### src/rtl/rtc_div_pkg.sv
package rtc_div_pkg;

  typedef logic [2:0] dv_sel_t;

  localparam dv_sel_t SEL_FAST  = 3'b000;
  localparam dv_sel_t SEL_MID   = 3'b001;
  localparam dv_sel_t SEL_SLOW  = 3'b010;
  localparam dv_sel_t SEL_HOLDA = 3'b110;
  localparam dv_sel_t SEL_HOLDB = 3'b111;

  localparam int SKIP_FAST = 0;
  localparam int SKIP_MID  = 2;
  localparam int SKIP_SLOW = 7;

  typedef enum logic [1:0] {
    CH_RUN  = 2'd0,
    CH_STOP = 2'd1,
    CH_HOLD = 2'd2
  } chain_cmd_e;

endpackage

### src/rtl/rtc_div_decode.sv
module rtc_div_decode
  import rtc_div_pkg::*;
#(
  parameter int CHAIN_STAGES = 22,
  parameter int LEN_W        = $clog2(CHAIN_STAGES + 1)
) (
  input  logic             xtal_mode_i,
  input  dv_sel_t          sel_i,
  output chain_cmd_e       cmd_o,
  output logic [LEN_W-1:0] len_o
);

  localparam logic [LEN_W-1:0] LEN_FAST = LEN_W'(CHAIN_STAGES - SKIP_FAST);
  localparam logic [LEN_W-1:0] LEN_MID  = LEN_W'(CHAIN_STAGES - SKIP_MID);
  localparam logic [LEN_W-1:0] LEN_SLOW = LEN_W'(CHAIN_STAGES - SKIP_SLOW);

  always_comb begin
    cmd_o = CH_STOP;
    len_o = LEN_SLOW;
    if (xtal_mode_i) begin
      // crystal-only: bit 0 is the oscillator-off / chain-reset control
      cmd_o = sel_i[0] ? CH_HOLD : CH_RUN;
    end else begin
      unique case (sel_i)
        SEL_FAST: begin cmd_o = CH_RUN; len_o = LEN_FAST; end
        SEL_MID:  begin cmd_o = CH_RUN; len_o = LEN_MID;  end
        SEL_SLOW: begin cmd_o = CH_RUN; len_o = LEN_SLOW; end
        SEL_HOLDA, SEL_HOLDB: cmd_o = CH_HOLD;
        default:  cmd_o = CH_STOP;  // test codes
      endcase
    end
  end

endmodule

### src/rtl/rtc_div_chain.sv
module rtc_div_chain
  import rtc_div_pkg::*;
#(
  parameter int CHAIN_STAGES = 22,
  parameter int LEN_W        = $clog2(CHAIN_STAGES + 1)
) (
  input  logic             clk_i,
  input  logic             rst_ni,
  input  logic             osc_en_i,
  input  logic             clr_i,
  input  chain_cmd_e       cmd_i,
  input  logic [LEN_W-1:0] len_i,
  output logic             tick_o
);

  logic [CHAIN_STAGES-1:0] cnt_q;
  logic [CHAIN_STAGES-1:0] act_mask;
  logic                    tick_q;
  logic                    wrap;

  // stage g is live when it lies inside the active (non-skipped) length
  for (genvar g = 0; g < CHAIN_STAGES; g++) begin : g_stage
    assign act_mask[g] = (LEN_W'(g) < len_i);
  end

  assign wrap = ((cnt_q & act_mask) == act_mask);

  always_ff @(posedge clk_i or negedge rst_ni) begin
    if (!rst_ni) begin
      cnt_q  <= '0;
      tick_q <= 1'b0;
    end else begin
      tick_q <= 1'b0;
      if (clr_i || cmd_i == CH_HOLD) begin
        cnt_q <= '0;  // clear beats a coincident wrap
      end else if (cmd_i == CH_RUN && osc_en_i) begin
        if (wrap) begin
          cnt_q  <= '0;
          tick_q <= 1'b1;
        end else begin
          cnt_q <= (cnt_q + CHAIN_STAGES'(1)) & act_mask;
        end
      end
    end
  end

  assign tick_o = tick_q;

  AST_HOLD_CLEARS: assert property (@(posedge clk_i) disable iff (!rst_ni)
    (cmd_i == CH_HOLD) |=> (cnt_q == '0));
  AST_STOP_FREEZES: assert property (@(posedge clk_i) disable iff (!rst_ni)
    (cmd_i == CH_STOP && !clr_i) |=> $stable(cnt_q));
  AST_TICK_ONE_CYCLE: assert property (@(posedge clk_i) disable iff (!rst_ni)
    tick_q |=> !tick_q);
  AST_TICK_NEEDS_ENABLE: assert property (@(posedge clk_i) disable iff (!rst_ni)
    tick_q |-> $past(osc_en_i && cmd_i == CH_RUN && !clr_i));

endmodule

### src/rtl/rtc_timebase_div.sv
module rtc_timebase_div
  import rtc_div_pkg::*;
#(
  parameter int CHAIN_STAGES = 22
) (
  input  logic       clk_i,
  input  logic       rst_ni,
  input  logic       xtal_mode_i,
  input  logic       osc_en_i,
  input  logic       sel_we_i,
  input  logic [2:0] sel_wdata_i,
  output logic [2:0] sel_o,
  output logic       tick_o
);

  localparam int LEN_W = $clog2(CHAIN_STAGES + 1);

  dv_sel_t          sel_q;
  logic             sel_chg;
  chain_cmd_e       cmd;
  logic [LEN_W-1:0] len;
  logic             tick_legal;

  assign sel_chg = sel_we_i && (sel_wdata_i != sel_q);

  always_ff @(posedge clk_i or negedge rst_ni) begin
    if (!rst_ni) sel_q <= SEL_SLOW;
    else if (sel_we_i) sel_q <= sel_wdata_i;
  end

  rtc_div_decode #(
    .CHAIN_STAGES(CHAIN_STAGES),
    .LEN_W       (LEN_W)
  ) u_decode (
    .xtal_mode_i(xtal_mode_i),
    .sel_i      (sel_q),
    .cmd_o      (cmd),
    .len_o      (len)
  );

  rtc_div_chain #(
    .CHAIN_STAGES(CHAIN_STAGES),
    .LEN_W       (LEN_W)
  ) u_chain (
    .clk_i   (clk_i),
    .rst_ni  (rst_ni),
    .osc_en_i(osc_en_i),
    .clr_i   (sel_chg),
    .cmd_i   (cmd),
    .len_i   (len),
    .tick_o  (tick_o)
  );

  assign sel_o = sel_q;

  // field codes that may produce a tick, written independently of the decoder
  assign tick_legal = xtal_mode_i ? !sel_q[0]
                                  : (sel_q == 3'b000 || sel_q == 3'b001 || sel_q == 3'b010);

  AST_CHANGE_DROPS_TICK: assert property (@(posedge clk_i) disable iff (!rst_ni)
    sel_chg |=> !tick_o);
  AST_SILENT_CODES: assert property (@(posedge clk_i) disable iff (!rst_ni)
    tick_o |-> $past(tick_legal));
  AST_WRITE_VISIBLE: assert property (@(posedge clk_i) disable iff (!rst_ni)
    sel_we_i |=> (sel_o == $past(sel_wdata_i)));

endmodule

### config.mk
export PLATFORM = sky130hd
export DESIGN_NAME = rtc_timebase_div
export DESIGN_NICKNAME = d
export VERILOG_FILES = /design/src/rtl/rtc_div_pkg.sv /design/src/rtl/rtc_div_decode.sv /design/src/rtl/rtc_div_chain.sv /design/src/rtl/rtc_timebase_div.sv
export SDC_FILE = /design/constraint.sdc
export NUM_CORES = 1
export LEC_CHECK = 0
export BUFFER_PORTS_ARGS = -buffer_cell sky130_fd_sc_hd__clkbuf_2
export CAP_MARGIN = 30
export CORE_MARGIN = 2
export CORE_UTILIZATION = 65
export DETAILED_ROUTE_END_ITERATION = 12
export PLACE_DENSITY = 0.86
export SYNTH_ARGS = -nofsm -noshare
export SYNTH_HDL_FRONTEND = slang
export SYNTH_HIERARCHICAL = 1
export SYNTH_SLANG_ARGS = --single-unit
export TNS_END_PERCENT = 30
### constraint.sdc
create_clock -name clk_i -period 6.04 [get_ports clk_i]
set_input_delay 1.208 -clock clk_i [delete_from_list [all_inputs] [get_ports clk_i]]
set_output_delay 1.208 -clock clk_i [all_outputs]
set_load 0.02 [all_outputs]
==> load_flow_metrics.sql <==
INSERT INTO impl_metrics (metric_group, metric, value, unit) VALUES
('layout', 'postLayoutCoreUtil', '68.6', '%'),
('sta', 'worst_slew_pin_slew', '1.05', 'ns'),
('setup_path', 'criticalPathCategory', 'in -> reg', ''),
('detailed_routing', 'router_iterations_before_antenna_repair', '4', ''),
('pwr', 'pwr_density_cell', '167', 'nW/um^2'),
('detailed_routing', 'detail_route.drc_violations', '0', ''),
('detailed_routing', 'route.final.wire_length', '4610', 'um'),
('pwr', 'peakVddDrop', '0.115', 'mV'),
('sta', 'report.final.hold_viol_count', '0', ''),
('synthesis', 'post_synthesis_cell_type_with_the_largest_combined_area', 'dfrtp_1', ''),
('floorplan', 'rows', '20', ''),
('global_route', 'grt_max_degree', '31', ''),
('detailed_routing', 'vias_after_detailed_routing', '1866', ''),
('floorplan', 'die_area', '3550', 'sq um'),
('setup_path', 'worstPathRequired', '6.28', 'ns'),
('sta', 'final.period_utilization', '71.8', '%'),
('sta', 'timing.final.ws_setup', '1.70', 'ns'),
('pwr', 'sequentialPowerShare', '53.6', '%'),
('layout', 'nNetsFinal', '255', ''),
('clock_tree', 'cts_root_buf', 'clkbuf_4', ''),
('detailed_routing', 'detail_route.iter0.violations', '109', ''),
('synthesis', 'synth_seq_cells', '26', ''),
('global_route', 'via_count_of_the_first_global_routing_pass', '1746', ''),
('clock_tree', 'cts.path.max_buffers', '2', ''),
('placement', 'place.port_buffers', '11', ''),
('setup_path', 'critical_path_peak_fanout', '30', ''),
('sta', 'fin_setup_tns', '0', 'ns'),
('setup_path', 'worstSetupEndpointType', 'flip-flop', ''),
('floorplan', 'core_region_area', '3000', 'sq um'),
('placement', 'dp_worst_setup_slack', '1.38', 'ns'),
('synthesis', 'net_count_after_synthesis', '253', ''),
('clock_tree', 'post_cts.repair.setup_buffers', '0', ''),
('pwr', 'clockPowerShare', '26.1', '%'),
('clock_tree', 'clkSlewWorstSetupHoldPaths', '0.14', 'ns'),
('synthesis', 'synthTopCellsByArea', 'dfrtp_1 31%, o21ai_0 7.5%, a21oi_1 3.5%', ''),
('status', 'run_status', 'finished, final reports clean', ''),
('detailed_routing', 'vias_per_cell', '6.71', ''),
('placement', 'place_congestion', '1.01', ''),
('floorplan', 'num_io_pins', '12', ''),
('synthesis', 'post_synth_instance_area', '2010', 'sq um'),
('floorplan', 'effective_utilization_at_floorplan', '66.9', '%'),
('clock_tree', 'tritoncts', 'yes', ''),
('global_route', 'global_route_wire_length_before_repair', '7910', 'um'),
('synthesis', 'synth_cell_types', '57', ''),
('sta', 'relSlewSlack', '29.6', '%'),
('setup_path', 'r2r_setup_slack', '2.20', 'ns'),
('clock_tree', 'clock_latency', '0.33', 'ns'),
('synthesis', 'synthesis.instances', '244', ''),
('synthesis', 'postSynthAreaPerCell', '8.23', 'sq um'),
('floorplan', 'die_height', '59.6', 'um'),
('clock_tree', 'post_cts.resized_instances', '0', ''),
('global_route', 'grt_usage', '29.0', '%'),
('pwr', 'combPwrFrac', '20.3', '%'),
('sta', 'grt_setup_unrepaired', 'no', ''),
('synthesis', 'asyncSetResetFlopFracSynth', '100', '%'),
('hold_path', 'min-delay-path-class', 'reg -> reg', ''),
('pwr', 'switching_power', '106', 'uW'),
('synthesis', 'synth.yosys.seq_area_share', '32.5', '%'),
('floorplan', 'die_width', '59.6', 'um'),
('pwr', 'cellLeakagePower', '0.000840', 'uW'),
('placement', 'placed_cells', '274', ''),
('placement', 'place_hpwl', '3340', 'um'),
('run', 'maxCapViolCount', '0', ''),
('setup_path', 'setup.worst_path.start_class', 'input port', ''),
('layout', 'final_common_cell', 'o21ai_0', ''),
('layout', 'stdcell_count', '278', ''),
('clock_tree', 'cts_hold_repair.buffers', '0', ''),
('sta', 'clock-skew-final', '0.00648', 'ns'),
('synthesis', 'synth_flop_cell', 'dfrtp_1', ''),
('detailed_routing', 'antenna_violating_nets_post_route', '0', ''),
('layout', 'mostFrequentLayoutCells', '30 x o21ai_0, 25 x dfrtp_1, 18 x nand2_1, 14 x a21oi_1', '');
==> power by group through the flow <==
stage / clock network [uW] / registers, uW / logic [uW]
6_report: 89.8 / 184 / 70.0
5_1_grt: 98.8 / 185 / 78.3
4_1_cts: 91.4 / 184 / 68.2
3_5_place_dp: 0 / 188 / 68.0
3_3_place_gp: 0 / 187 / 66.8
2_1_floorplan: 0 / 189 / 49.7
==> sequential cells by signal, indices dropped and copies added, names as in the netlist <==
| name | flops |
|---|---|
| sel_o | 3 |
| u_chain/cnt_q | 22 |
| u_chain/tick_o | 1 |
==> path summary, 6_finish.rpt <==
| path | from | cells after the start | end |
|---|---|---|---|
| min reg2reg | u_chain/cnt_q[13]$_DFFE_PN0P_ | 1 | u_chain/cnt_q[13]$_DFFE_PN0P_ |
| max in group asynchronous | rst_ni | 1 | sel_o[0]$_DFFE_PN0P_ |
| max | xtal_mode_i | 9 | u_chain/cnt_q[16]$_DFFE_PN0P_ |
| min | u_chain/cnt_q[13]$_DFFE_PN0P_ | 1 | u_chain/cnt_q[13]$_DFFE_PN0P_ |
| max reg2reg | sel_o[2]$_DFFE_PN0P_ | 8 | u_chain/cnt_q[16]$_DFFE_PN0P_ |
| min in group asynchronous | rst_ni | 1 | u_chain/cnt_q[7]$_DFFE_PN0P_ |
==> synth_stat cells (all sizes together), types with 4 or more instances <==
| library cell | number |
|---|---|
| o21ai | 32 |
| or2 | 5 |
| mux2 | 5 |
| nand3 | 14 |
| o41ai | 5 |
| xor2 | 4 |
| nand2b | 4 |
| nor3 | 11 |
| o31ai | 8 |
| dfrtp | 25 |
| a21oi | 14 |
| and2 | 7 |
| and3 | 6 |
| a21o | 4 |
| nor2 | 13 |
| nor2b | 4 |
| clkbuf | 7 |
| inv | 5 |
| buf | 9 |
| nor4 | 4 |
| nand2 | 18 |
| nand4 | 5 |
==> final cells by class <==
cell class                      instances  area, sq um
Clock buffer                            4         36.3
Fill cell                             252          942
Inverter                                5         18.8
Multi-Input combinational cell        197         1240
Sequential cell                        26          652
Tap cell                               33         41.3
Timing Repair Buffer                   13         70.1
==> cell families after synthesis <==
kind of cell / synth area share [%]
adders and majority gates: 1.18
xor gates and xnor gates: 1.74
muxes: 2.80
AOI/OAI and AO/OA: 26.9
buffers and inverters: 5.67
other: 0.187
DFF: 32.5
and+or+nand+nor: 29.0
==> through the flow <==
step	hold WS [ns]	cell area, sq um
4_1_cts	0.516	2060
2_1_floorplan	0.450	2010
6_report	0.518	2060
3_5_place_dp	0.492	2020
3_3_place_gp	0.488	2020
5_1_grt	0.529	2060
==> layer usage <==
metal | part of all wire (%) | up-vias | global-route usage, %
met5 | 0 | - | 0
met4 | 1.8 | 0 | 11.1
met3 | 5.1 | 9 | 3.28
met2 | 47 | 64 | 45.5
met1 | 46 | 868 | 41.1
li1 | - | 925 | -
==> worst max-delay path, stage by stage <==
cell and delay [ns]:
clkbuf_2 0.11, nor3_2 0.60, inv_1 0.56, or2_0 0.45, o21ai_1 0.17, o221ai_1 0.18
nor4_4 0.81, o41ai_1 0.19, mux2_2 0.29
(Power assumes the default switching activity.)
